[config.mk]
export PLATFORM = sky130hd
export DESIGN_NAME = perf_counter_bank
export DESIGN_NICKNAME = d
export VERILOG_FILES = /design/src/rtl/perf_bank_pkg.sv /design/src/rtl/perf_bank_ctrl.sv /design/src/rtl/perf_bank_datapath.sv /design/src/rtl/perf_counter_bank.sv
export SDC_FILE = /design/constraint.sdc
export NUM_CORES = 2
export LEC_CHECK = 0
export BUFFER_PORTS_ARGS = -buffer_cell sky130_fd_sc_hd__buf_2
export CAP_MARGIN = 20
export CORE_MARGIN = 2
export CORE_UTILIZATION = 45
export DETAILED_ROUTE_END_ITERATION = 10
export GPL_ROUTABILITY_DRIVEN = 0
export SLEW_MARGIN = 15
export SYNTH_ARGS = -nofsm -noshare
export SYNTH_HDL_FRONTEND = slang
export SYNTH_HIERARCHICAL = 1
export SYNTH_SLANG_ARGS = --single-unit
[constraint.sdc]
create_clock -name clk -period 5.45 [get_ports clk]
set_clock_uncertainty 0.05 [all_clocks]
set_input_delay 0.545 -clock clk [delete_from_list [all_inputs] [get_ports clk]]
set_output_delay 0.545 -clock clk [all_outputs]
set_load 0.05 [all_outputs]
[src/rtl/perf_bank_pkg.sv]
package perf_bank_pkg;
  localparam int NUM_CNT   = 11;
  localparam int CNT_W     = 32;
  localparam int CYC_W     = 64;
  localparam int SEL_W     = 7;
  localparam int ADDR_W    = 8;
  localparam int EVT_W     = 1 << SEL_W;
  localparam int STRIDE_LG = 4;
  localparam logic [ADDR_W-1:0] GLOBAL_ADDR = 8'h40;
  localparam logic [ADDR_W-1:0] LOCAL_BASE  = 8'h50;

  typedef struct packed {
    logic [NUM_CNT-1:0] inc;
    logic [NUM_CNT-1:0] wrLo;
    logic               wrHi;
    logic [CNT_W-1:0]   wdata;
  } strobe_t;
endpackage

[src/rtl/perf_bank_ctrl.sv]
module perf_bank_ctrl
  import perf_bank_pkg::*;
#(
  parameter int NUM = NUM_CNT,
  parameter int DW  = CNT_W,
  parameter int AW  = ADDR_W,
  parameter int SW  = SEL_W,
  parameter int EW  = EVT_W
) (
  input  logic                   clk,
  input  logic                   rstN,
  input  logic                   regValid,
  input  logic                   regWrite,
  input  logic [AW-1:0]          regAddr,
  input  logic [DW-1:0]          regWdata,
  output logic [DW-1:0]          regRdata,
  input  logic [EW-1:0]          events,
  input  logic [NUM-1:0][DW-1:0] cntVal,
  input  logic [DW-1:0]          cycHi,
  input  logic [NUM-1:0]         msb,
  output strobe_t                str,
  output logic                   freezeAllQ,
  output logic                   irq
);
  localparam int IDX_W = AW - STRIDE_LG;

  logic freezeAll, irqEn, fceEn;
  logic [NUM-1:0] locFrz, condEn;
  logic [NUM-1:0][SW-1:0] evSel;

  logic [AW-1:0]    offs;
  logic [IDX_W-1:0] idx;
  logic [1:0]       sub;
  logic hitGlb, hitCnt, wrGlb, wrLocA, haltAll;

  assign offs   = regAddr - LOCAL_BASE;
  assign idx    = offs[AW-1:STRIDE_LG];
  assign sub    = offs[3:2];
  assign hitGlb = regValid && (regAddr[AW-1:2] == GLOBAL_ADDR[AW-1:2]);
  assign hitCnt = regValid && (regAddr >= LOCAL_BASE) && (int'(idx) < NUM);
  assign wrGlb  = hitGlb && regWrite;
  assign wrLocA = hitCnt && regWrite && (sub == 2'd0);

  assign irq        = irqEn && fceEn && |(condEn & msb);
  assign haltAll    = freezeAll || irq;
  assign freezeAllQ = freezeAll;

  assign str.wdata = regWdata;
  assign str.wrHi  = hitCnt && regWrite && (sub == 2'd3) && (idx == '0);

  for (genvar i = 0; i < NUM; i++) begin : g_strobe
    assign str.wrLo[i] = hitCnt && regWrite && (sub == 2'd2) && (int'(idx) == i);
    if (i == 0) begin : g_cycle
      assign str.inc[i] = !haltAll && !locFrz[i];
    end else begin : g_event
      assign str.inc[i] = !haltAll && !locFrz[i] && events[evSel[i]];
    end
  end

  always_ff @(posedge clk) begin
    if (!rstN) begin
      freezeAll <= 1'b1;
      irqEn     <= 1'b0;
      fceEn     <= 1'b0;
      locFrz    <= '0;
      condEn    <= '0;
      evSel     <= '0;
    end else begin
      if (wrGlb) begin
        freezeAll <= regWdata[31];
        irqEn     <= regWdata[30];
        fceEn     <= regWdata[29];
      end
      if (irq) freezeAll <= 1'b1;
      for (int i = 0; i < NUM; i++) begin
        if (wrLocA && int'(idx) == i) begin
          locFrz[i] <= regWdata[31];
          condEn[i] <= regWdata[26];
          evSel[i]  <= regWdata[22:16];
        end
      end
    end
  end

  always_comb begin
    regRdata = '0;
    if (!regWrite) begin
      if (hitGlb) begin
        regRdata = {freezeAll, irqEn, fceEn, 29'b0};
      end else if (hitCnt) begin
        case (sub)
          2'd0: regRdata = {locFrz[idx], 4'b0, condEn[idx], 3'b0, evSel[idx], 16'b0};
          2'd2: regRdata = cntVal[idx];
          2'd3: regRdata = (idx == '0) ? cycHi : '0;
          default: regRdata = '0;
        endcase
      end
    end
  end
endmodule

[src/rtl/perf_bank_datapath.sv]
module perf_bank_datapath
  import perf_bank_pkg::*;
#(
  parameter int NUM = NUM_CNT,
  parameter int DW  = CNT_W,
  parameter int CW  = CYC_W
) (
  input  logic                   clk,
  input  logic                   rstN,
  input  strobe_t                str,
  output logic [NUM-1:0][DW-1:0] cntLo,
  output logic [DW-1:0]          cycHi,
  output logic [NUM-1:0]         msb
);
  logic [CW-1:0] cyc;

  always_ff @(posedge clk) begin
    if (!rstN)               cyc <= '0;
    else if (str.wrLo[0])    cyc[DW-1:0]  <= str.wdata;
    else if (str.wrHi)       cyc[CW-1:DW] <= str.wdata;
    else if (str.inc[0])     cyc <= cyc + 1'b1;
  end

  assign cntLo[0] = cyc[DW-1:0];
  assign cycHi    = cyc[CW-1:DW];
  assign msb[0]   = cyc[CW-1];

  for (genvar i = 1; i < NUM; i++) begin : g_cnt
    logic [DW-1:0] val;
    always_ff @(posedge clk) begin
      if (!rstN)            val <= '0;
      else if (str.wrLo[i]) val <= str.wdata;
      else if (str.inc[i])  val <= val + 1'b1;
    end
    assign cntLo[i] = val;
    assign msb[i]   = val[DW-1];
  end
endmodule

[src/rtl/perf_counter_bank.sv]
module perf_counter_bank
  import perf_bank_pkg::*;
(
  input  logic              clk,
  input  logic              rstN,
  input  logic              regValid,
  input  logic              regWrite,
  input  logic [ADDR_W-1:0] regAddr,
  input  logic [CNT_W-1:0]  regWdata,
  output logic [CNT_W-1:0]  regRdata,
  input  logic [EVT_W-1:0]  events,
  output logic              irq
);
  strobe_t                         str;
  logic [NUM_CNT-1:0][CNT_W-1:0]   cntLo;
  logic [CNT_W-1:0]                cycHi;
  logic [NUM_CNT-1:0]              msbVec;
  logic                            freezeAllQ;

  perf_bank_ctrl #(
    .NUM(NUM_CNT), .DW(CNT_W), .AW(ADDR_W), .SW(SEL_W), .EW(EVT_W)
  ) u_ctrl (
    .clk(clk), .rstN(rstN), .regValid(regValid), .regWrite(regWrite),
    .regAddr(regAddr), .regWdata(regWdata), .regRdata(regRdata),
    .events(events), .cntVal(cntLo), .cycHi(cycHi), .msb(msbVec),
    .str(str), .freezeAllQ(freezeAllQ), .irq(irq)
  );

  perf_bank_datapath #(
    .NUM(NUM_CNT), .DW(CNT_W), .CW(CYC_W)
  ) u_dp (
    .clk(clk), .rstN(rstN), .str(str),
    .cntLo(cntLo), .cycHi(cycHi), .msb(msbVec)
  );
endmodule

==> flow_summary.ini <==
[global_routing]
grt-ovfl-total = 0
antenna_found_initial = 8
grt_max_degree = 181
grt_pass1_wl_mm = 263
grt_util_all_layers = 0.358
grt_pass1_vias = 38300

[drt]
wl_met2_mm = 73.9
highest_layer = met4
dr_total_vias = 42300
first_pass_iters = 7
avgViaCountPerCell = 7.08
routedWlPerCell_um = 30.4
drtAntennaViolNets = 0
drt_iter0_drc = 6980
wl_met3_mm = 25.3
finalWirelength_mm = 182
wl_met1_mm = 69.7
drc_errors = 0

[pwr]
power_uw = 8830
seqPwrFrac = 0.409
power.leakage_uw = 0.0141
switching_power_uw = 2630
netSwitchingFraction = 0.298
power_frac_clock = 0.446
p_comb_frac = 0.145
power_density_mw_per_mm2 = 196
power.internal_uw = 6190
peakVddDrop_mv = 0.233

[min_path]
worst_hold_path_type = primary input to flip-flop

[die]
fp.coreArea_mm2 = 0.0932
dieArea_mm2 = 0.0965
initial_core_util = 0.454
fp.dieW_um = 311
num_rows = 112
pin_count = 205
die_h_um = 311

[clocking]
ctsResizeCount = 0
cts_max_level = 2
cts.sinks = 486
cts_tree = built
cts_buffers = 57
clockRootBuffer = clkbuf_16
clkTransAtPathRegs_ps = 60
cts_buffer_depth = 3
cts_hold_buf = 0
postCtsSetupBuffers = 0
insertion_delay_ps = 660

[setup_path]
cp-end-kind = flip-flop
arrival_ps = 5530
cp.required_ps = 5900
critPathLaunchType = flip-flop
path_class = flip-flop to flip-flop
r2r_slack_ps = 380
worstPathMaxFanout = 13

[synthesis]
ys_seq_area_frac = 0.230
synth_edf_count = 0
syn_inst = 4830
ys_async_sr_fraction = 0
synth-main-ff-cell = dfxtp_1
synth_cell_types = 99
syn-num-nets = 5018
synth_seq_cells = 486
synth_area_mm2 = 0.0423
postSynthAreaPerCell_um2 = 8.76
yosys_warnings = 6

[flow_run]
maxCapViolCount = 0

[sta]
tightest_slew_ps = 1330
setup_viol = 0
relSlewSlack = 0.115
min_period_over_period = 0.931
drv_slew = 0
hold_violations = 0
fmax_mhz = 197
fin_ws_ps = 376
rsz0062_at_grt = false
finalCriticalPeriod_ps = 5070
tns_ps = 0

[placement]
post-place-ws_ps = 437
hpwl_mm = 124
dp_cells = 5872
portBuffers = 204

[cells_and_area]
final_cells = 5977
nets = 4866
layout.cells.most_common = dfxtp_1
most-common-layout-cells = 476 x dfxtp_1, 344 x mux2i_1, 332 x o21ai_0, 314 x nor2_1, 299 x nand3_1
drive_gt1_frac = 0.175
syn2layout_area_growth_pct = 6.71

[outcome]
status = finished clean
==> registers in the layout (all words and copies together) (netlist names) <==
| register | cells |
|---|---|
| u_dp/g_cnt.val | 320 |
| u_ctrl/evSel | 77 |
| u_dp/cyc | 64 |
| u_ctrl/condEn | 11 |
| u_ctrl/locFrz | 11 |
| u_ctrl/fceEn | 1 |
| u_ctrl/freezeAllQ | 1 |
| u_ctrl/irqEn | 1 |
==> cell families after synthesis <==
| family | count (synthesis) | synth area share |
|---|---|---|
| AOI/OAI and AO/OA | 1229 | 0.188 |
| xor gates and xnor gates | 319 | 0.0660 |
| adders and majority gates | 16 | 0.00473 |
| buffers and inverters | 624 | 0.0771 |
| DFF | 486 | 0.230 |
| muxes | 693 | 0.252 |
| and+or+nand+nor | 1463 | 0.181 |
==> critical path, stage by stage (launching register included) <==
cell and delay (ps):
dfxtp_1 770, buf_4 360, mux2i_1 220, a211oi_1 900
o221ai_1 510, a2111oi_2 510, buf_4 220, nand4_1 220
or2_2 480, nor4_1 390, xnor2_1 180, a21oi_1 90
==> cell usage after synthesis (21+ instances only) <==
master / number / area share
a211oi_1: 107 / 0.019
a21boi_0: 98 / 0.017
a21oi_1: 261 / 0.031
a221oi_1: 34 / 0.0070
a22oi_1: 145 / 0.026
a31oi_1: 28 / 0.0041
and2_1: 23 / 0.0034
and3_1: 80 / 0.012
and4_1: 53 / 0.011
buf_1: 21 / 0.0019
buf_2: 74 / 0.0088
buf_4: 80 / 0.014
buf_6: 35 / 0.0093
clkbuf_1: 314 / 0.028
dfxtp_1: 486 / 0.23
inv_1: 66 / 0.0059
mux2_2: 67 / 0.018
mux2i_1: 344 / 0.081
mux4_1: 35 / 0.022
mux4_2: 247 / 0.13
nand2_1: 228 / 0.020
nand3_1: 299 / 0.035
nand4_1: 142 / 0.021
nor2_1: 317 / 0.028
nor2b_1: 51 / 0.0075
nor3_1: 90 / 0.011
nor4_1: 77 / 0.011
o211ai_1: 25 / 0.0044
o21ai_0: 332 / 0.039
o221ai_1: 21 / 0.0043
o31ai_1: 34 / 0.0060
xnor2_1: 191 / 0.040
xor2_1: 128 / 0.026
==> path summary, 6_finish.rpt <==
path | startpoint | endpoint | cells past startpoint
max | u_ctrl/evSel[58] | u_dp/g_cnt[8].val[30] | 11
min | regWrite | u_ctrl/fceEn | 3
max reg2reg | u_ctrl/evSel[58] | u_dp/g_cnt[8].val[30] | 11
min reg2reg | u_ctrl/evSel[1] | u_ctrl/evSel[1] | 2
==> per-stage QoR <==
step	cell area (um^2)	utilization	hold WS, ps
finish	45100	0.484	230
global route	45100	0.484	248
CTS	45100	0.484	204
detailed placement	43200	0.464	431
global placement	43200	0.464	421
floorplan	42300	-	404
==> cell type report <==
cell class	instances	area [um^2]
flip-flops and latches	486	9740
diodes	2	5.00
repair buffers	340	2180
fillers	8944	48000
multi-input cells	3720	29500
clock inverters	20	191
clock buffers	82	1710
well taps	1254	1570
inverters	73	279
==> power by group through the flow <==
| stage | combinational [uW] | clock (uW) | sequential (uW) |
|---|---|---|---|
| final | 1280 | 3930 | 3610 |
| after global routing | 1300 | 4110 | 3610 |
| after CTS | 1210 | 3970 | 3610 |
| after detailed placement | 1200 | 0 | 3690 |
| after global placement | 1200 | 0 | 3690 |
| after floorplan | 705 | 0 | 3670 |
==> layer usage <==
metal  up-vias  GRT usage
met2      3194      0.507
met5         -          0
met1     20400      0.478
met3       627      0.112
met4         0      0.208
li1      18100          -
No activity file was read; power rests on OpenSTA's default activity.
